**config.mk**
```make
export PLATFORM = sky130hd
export DESIGN_NAME = strobe_bus_slave
export DESIGN_NICKNAME = d
export VERILOG_FILES = /design/src/rtl/strobe_bus_pkg.sv /design/src/rtl/strobe_bus_ctrl.sv /design/src/rtl/strobe_bus_dpath.sv /design/src/rtl/strobe_bus_slave.sv
export SDC_FILE = /design/constraint.sdc
export NUM_CORES = 1
export LEC_CHECK = 0
export BUFFER_PORTS_ARGS = -buffer_cell sky130_fd_sc_hd__buf_2
export CORE_MARGIN = 4
export CORE_UTILIZATION = 45
export DETAILED_ROUTE_END_ITERATION = 8
export PLACE_DENSITY = 0.91
export SKIP_LAST_GASP = 1
export SYNTH_ARGS = -nofsm -noshare
export SYNTH_HDL_FRONTEND = slang
export SYNTH_HIERARCHICAL = 1
export SYNTH_SLANG_ARGS = --single-unit
export TNS_END_PERCENT = 10
```
**constraint.sdc**
```tcl
create_clock -name clk -period 1.8 [get_ports clk]
set_input_delay 0.09 -clock clk [delete_from_list [all_inputs] [get_ports clk]]
set_output_delay 0.09 -clock clk [all_outputs]
set_load 0.05 [all_outputs]
```
**src/rtl/strobe_bus_pkg.sv**
```systemverilog
package strobe_bus_pkg;

  // Strobes from the control side to the datapath
  typedef struct packed {
    logic capture;  // synchronised enable is low: sample address, direction, data
    logic commit;   // synchronised enable has just risen: finish the access
  } busStrobes_t;

endpackage

```
**src/rtl/strobe_bus_ctrl.sv**
```systemverilog
module strobe_bus_ctrl
  import strobe_bus_pkg::*;
#(
  parameter int SYNC_STAGES = 2
) (
  input  logic        clk,
  input  logic        rstN,
  input  logic        busEnN,
  output busStrobes_t strobes
);

  logic [SYNC_STAGES-1:0] enChain;
  logic                   enPrev;
  logic                   enSync;

  // Synchroniser chain for the asynchronous strobe
  always_ff @(posedge clk or negedge rstN) begin
    if (!rstN) begin
      enChain <= '1;
      enPrev  <= 1'b1;
    end else begin
      enChain <= {enChain[SYNC_STAGES-2:0], busEnN};
      enPrev  <= enSync;
    end
  end

  assign enSync = enChain[SYNC_STAGES-1];

  always_comb begin
    strobes.capture = ~enSync;
    strobes.commit  = enSync & ~enPrev;
  end

endmodule

```
**src/rtl/strobe_bus_dpath.sv**
```systemverilog
module strobe_bus_dpath
  import strobe_bus_pkg::*;
#(
  parameter int DATA_W      = 8,
  parameter int ADDR_W      = 4,
  parameter int NUM_PERIPH  = 4,
  parameter int OFFSET_W    = 1,
  parameter int STATUS_ADDR = 1,
  localparam int NUM_REGS   = NUM_PERIPH << OFFSET_W,
  localparam int PIDX_W     = ADDR_W - OFFSET_W
) (
  input  logic                       clk,
  input  logic                       rstN,
  input  busStrobes_t                strobes,
  input  logic                       busRdWr,
  input  logic [ADDR_W-1:0]          busAddr,
  input  logic [DATA_W-1:0]          busDataIn,
  output logic [DATA_W-1:0]          busDataOut,
  output logic                       busDataOe,
  output logic                       irqN,
  input  logic [NUM_REGS*DATA_W-1:0] regRdData,
  input  logic [NUM_PERIPH-1:0]      irqEvent,
  output logic [NUM_PERIPH-1:0]      wrSel,
  output logic [OFFSET_W-1:0]        wrOffset,
  output logic [DATA_W-1:0]          wrData
);

  logic [ADDR_W-1:0]     addrQ;
  logic                  rwQ;
  logic [DATA_W-1:0]     dataQ;
  logic [DATA_W-1:0]     readVal;
  logic [NUM_PERIPH-1:0] hitVec;
  logic                  irqPending;
  logic                  clearHit;

  // Sample the access while the synchronised enable is low
  always_ff @(posedge clk or negedge rstN) begin
    if (!rstN) begin
      addrQ <= '0;
      rwQ   <= 1'b1;
      dataQ <= '0;
    end else if (strobes.capture) begin
      addrQ <= busAddr;
      rwQ   <= busRdWr;
      dataQ <= busDataIn;
    end
  end

  // Read multiplexer; unmapped addresses read as all ones
  always_comb begin
    readVal = '1;
    for (int i = 0; i < NUM_REGS; i++) begin
      if (int'(busAddr) == i) readVal = regRdData[i*DATA_W +: DATA_W];
    end
  end

  // Bus drive: only during a read with the enable held low
  always_ff @(posedge clk or negedge rstN) begin
    if (!rstN) begin
      busDataOe  <= 1'b0;
      busDataOut <= '1;
    end else begin
      busDataOe  <= strobes.capture & busRdWr;
      busDataOut <= readVal;
    end
  end

  // Peripheral decode, one comparator per peripheral
  for (genvar g = 0; g < NUM_PERIPH; g++) begin : gDecode
    assign hitVec[g] = (addrQ[ADDR_W-1:OFFSET_W] == PIDX_W'(g));
  end

  // Write commit at the end of the access
  always_ff @(posedge clk or negedge rstN) begin
    if (!rstN) begin
      wrSel    <= '0;
      wrOffset <= '0;
      wrData   <= '0;
    end else begin
      wrSel <= (strobes.commit && !rwQ) ? hitVec : '0;
      if (strobes.commit && !rwQ) begin
        wrOffset <= addrQ[OFFSET_W-1:0];
        wrData   <= dataQ;
      end
    end
  end

  // Shared interrupt flag: new events take precedence over the clear
  assign clearHit = strobes.commit & rwQ & (addrQ == ADDR_W'(STATUS_ADDR));

  always_ff @(posedge clk or negedge rstN) begin
    if (!rstN) irqPending <= 1'b0;
    else       irqPending <= (irqPending & ~clearHit) | (|irqEvent);
  end

  assign irqN = ~irqPending;

endmodule

```
**src/rtl/strobe_bus_slave.sv**
```systemverilog
module strobe_bus_slave
  import strobe_bus_pkg::*;
#(
  parameter int DATA_W      = 8,
  parameter int ADDR_W      = 4,
  parameter int NUM_PERIPH  = 4,
  parameter int OFFSET_W    = 1,
  parameter int STATUS_ADDR = 1,
  parameter int SYNC_STAGES = 2,
  localparam int NUM_REGS   = NUM_PERIPH << OFFSET_W
) (
  input  logic                       clk,
  input  logic                       rstN,
  input  logic                       busEnN,
  input  logic                       busRdWr,
  input  logic [ADDR_W-1:0]          busAddr,
  input  logic [DATA_W-1:0]          busDataIn,
  output logic [DATA_W-1:0]          busDataOut,
  output logic                       busDataOe,
  output logic                       irqN,
  input  logic [NUM_REGS*DATA_W-1:0] regRdData,
  input  logic [NUM_PERIPH-1:0]      irqEvent,
  output logic [NUM_PERIPH-1:0]      wrSel,
  output logic [OFFSET_W-1:0]        wrOffset,
  output logic [DATA_W-1:0]          wrData
);

  busStrobes_t strobes;

  strobe_bus_ctrl #(
    .SYNC_STAGES(SYNC_STAGES)
  ) uCtrl (
    .clk    (clk),
    .rstN   (rstN),
    .busEnN (busEnN),
    .strobes(strobes)
  );

  strobe_bus_dpath #(
    .DATA_W     (DATA_W),
    .ADDR_W     (ADDR_W),
    .NUM_PERIPH (NUM_PERIPH),
    .OFFSET_W   (OFFSET_W),
    .STATUS_ADDR(STATUS_ADDR)
  ) uDpath (
    .clk       (clk),
    .rstN      (rstN),
    .strobes   (strobes),
    .busRdWr   (busRdWr),
    .busAddr   (busAddr),
    .busDataIn (busDataIn),
    .busDataOut(busDataOut),
    .busDataOe (busDataOe),
    .irqN      (irqN),
    .regRdData (regRdData),
    .irqEvent  (irqEvent),
    .wrSel     (wrSel),
    .wrOffset  (wrOffset),
    .wrData    (wrData)
  );

endmodule

```
==> results_dict.tcl <==
set metrics [dict create \
    place_congestion 0.770 \
    ys_types 34 \
    avgViaCountPerCell 5.21 \
    clk_pin_slew_ns 0.07 \
    io_pins 107 \
    hold_viol 0 \
    crit_path_cell_trace "nor2b_4 -> nand2b_1 -> mux2_2" \
    worst_slew_pin_slew_ns 0.824 \
    die-area_um2 5620 \
    dr_total_vias 1652 \
    cts_buffers 5 \
    slew_headroom 0.451 \
    synthCells 157 \
    dpl_cell_area_um2 2570 \
    antenna_found_initial 0 \
    wl_per_cell_um 15.5 \
    io_buffers 106 \
    synth_warnings 6 \
    drive_gt1_frac 0.608 \
    grt_usage 0.177 \
    synth_commonest_cells "mux2_2 (28), dfrtp_1 (27), mux2i_1 (16)" \
    synthTopCellsByArea "dfrtp_1 (33%), dfstp_2 (16%), mux2_2 (16%)" \
    cts_num_sinks 39 \
    grt_max_degree 40 \
    fin_crit_sh 0.841 \
    rows 24 \
    final_max_slew_viol_count 0 \
    async_flop_share 1.00 \
    overflow 0 \
    outcome "complete, no violations" \
    start_util 0.464 \
    wl_mm 4.91 \
    antennaDiodeCount 0 \
    synth_nets 241 \
    die_h_um 75.0 \
    setup_viol 0 \
    slowest_stage "dfstp_2" \
    worstPathRequired_ns 1.97 \
    power.density_nw_per_um2 964 \
    worst_ir_drop_vdd_uv 381 \
    die_x_um 75.0 \
    syn_area_um2 2020 \
    drt_iter0_drc 75 \
    avgSynthCellArea_um2 12.9 \
    grt_pass1_wl_mm 7.60 \
    fin_area_um2 2720 \
    maxCapViolCount 0 \
    dpl.hpwl_mm 3.80 \
    period_needed_ns 1.51 \
    rsz0062_at_grt "false" \
    antenna_left 0 \
    clk_latency_ns 0.28 \
    finish.net_count 348 \
    grt_pass1_vias 1793 \
    synthFlopType "dfrtp_1" \
    synth_edf_count 0 \
    critical_path.max_stage_delay_ns 0.55 \
    synth_seq_area_share 0.491 \
    root_buffer "clkbuf_8" \
    synth_top_area_share 0.335 \
    gr-usage-met3 0.0307 \
    yosys.area.top_type "dfrtp_1" \
    cts_tree "yes" \
    fin_setup_tns_ns 0 \
    ys_seq_elements 39 \
    yosysMostFrequentCell "mux2_2" \
    grt.met1_usage 0.188 \
    gr-max-usage-layer "met2" \
    drc 0 \
    core_um2 4350 \
    critPathArrivalTime_ns 1.68 \
    hold_path_class "in2reg" \
    max-clock-path-buffers 2 \
    drt_pre_antenna_iters 4 \
    p_leak_nw 1.32 \
    htree_levels 2 \
    use_met2 0.345 \
    areaGrowthSynthToFinish_pct 34.8 \
    worstSetupEndpointType "register" \
    crit_type "reg2reg" \
    fin_skew_ns 0.00492 \
    fmax_ghz 0.660 \
    path_max_fanout 13 \
    startpoint_type "register" \
    fillers 348 \
]
area by class of cell:
class,instances,area (µm²),area share
Timing Repair Buffer,110,566,0.208
Inverter,4,15.0,0.00552
Multi-Input combinational cell,104,952,0.350
Sequential cell,39,991,0.364
Tap cell,52,65.1,0.0239
Clock inverter,2,60.1,0.0221
Clock buffer,6,72.6,0.0267
through the flow:
stage | hold WS [ns] | utilization | total power [W] | instances | setup WS (ns)
2_1_floorplan | -0.206 | - | 0.00157 | 157 | 0.445
3_5_place_dp | 0.208 | 0.590 | 0.00179 | 307 | 0.286
5_1_grt | 0.0308 | 0.625 | 0.00274 | 317 | 0.212
6_report | 0.0187 | 0.625 | 0.00262 | 317 | 0.286
4_1_cts | 0.0177 | 0.625 | 0.00264 | 317 | 0.278
3_3_place_gp | 0.206 | 0.590 | 0.00177 | 307 | 0.313
worst max-delay path: cells and delay by family (launching register included):
kind	cells	cell delay [ns]
flops	1	0.55
simple gates	2	0.46
mux	1	0.39
where the power goes:
group          leakage, nW  switching, W  internal, W  total (W)
sequential           0.450     0.0000554      0.00100    0.00106
clock               0.0654      0.000295     0.000554   0.000849
combinational        0.809      0.000454     0.000264   0.000718
total                 1.32      0.000804      0.00182    0.00262
worst paths after layout:
path | startpoint | end | slack, ns | cells after the start
setup / recovery | uCtrl/enChain[1]$_DFF_PN1_ | uDpath/wrData[1]$_DFFE_PN0P_ | 0.29 | 3
hold / removal | irqEvent[2] | uDpath/irqPending$_DFF_PN0_ | 0.02 | 3
setup reg to reg | uCtrl/enChain[1]$_DFF_PN1_ | uDpath/wrData[1]$_DFFE_PN0P_ | 0.29 | 3
hold reg to reg | uCtrl/enChain[0]$_DFF_PN1_ | uCtrl/enChain[1]$_DFF_PN1_ | 0.36 | 0
max in group asynchronous | rstN | uDpath/dataQ[0]$_DFFE_PN0P_ | 0.84 | 2
min in group asynchronous | rstN | uDpath/dataQ[5]$_DFFE_PN0P_ | 0.44 | 2
state kept, by name, indices dropped and copies added (netlist names):
name               count
uDpath/dataQ           8
uDpath/busDataOe       1
uCtrl/enChain          2
uDpath/wrSel           4
uCtrl/enPrev           1
uDpath/busDataOut      8
uDpath/irqPending      1
uDpath/wrOffset        1
uDpath/addrQ           4
uDpath/wrData          8
uDpath/rwQ             1
cell families (layout without fill, tap and decap cells):
logic type      after synthesis  in the layout  synth area share
compound gates               29             29             0.105
buf+inv                      14            122            0.0378
flops                        39             39             0.491
mux                          48             48             0.280
simple gates                 27             27            0.0867
per-layer routing:
layer	part of all wire	up-vias
li1	-	801
met1	0.38	786
met2	0.55	59
met3	0.055	6
met4	0.014	0
met5	0	-
placed cells by master (no fill, tap or decap), types with 2 or more instances in the layout:
cell type / n
bufinv_16: 2
nor3_1: 3
nand2b_1: 5
a22oi_1: 10
buf_2: 106
nor2_1: 5
mux2i_1: 16
nor4b_1: 2
mux4_2: 4
o221ai_1: 2
o2bb2ai_1: 5
clkbuf_8: 5
inv_1: 4
nor2b_1: 2
o21ai_0: 6
buf_4: 2
dfrtp_1: 27
mux2_2: 28
dfstp_2: 12
dlygate4sd3_1: 2
nor4_1: 2
a21oi_1: 2
repair_timing:
| action | in CTS | in global routing |
|---|---|---|
| hold endpoints to repair | 28 | 0 |
| hold buffers | 2 | 0 |
| buffers inserted | 0 | 0 |
| resized for setup | 0 | 0 |
(Power assumes the default switching activity.)
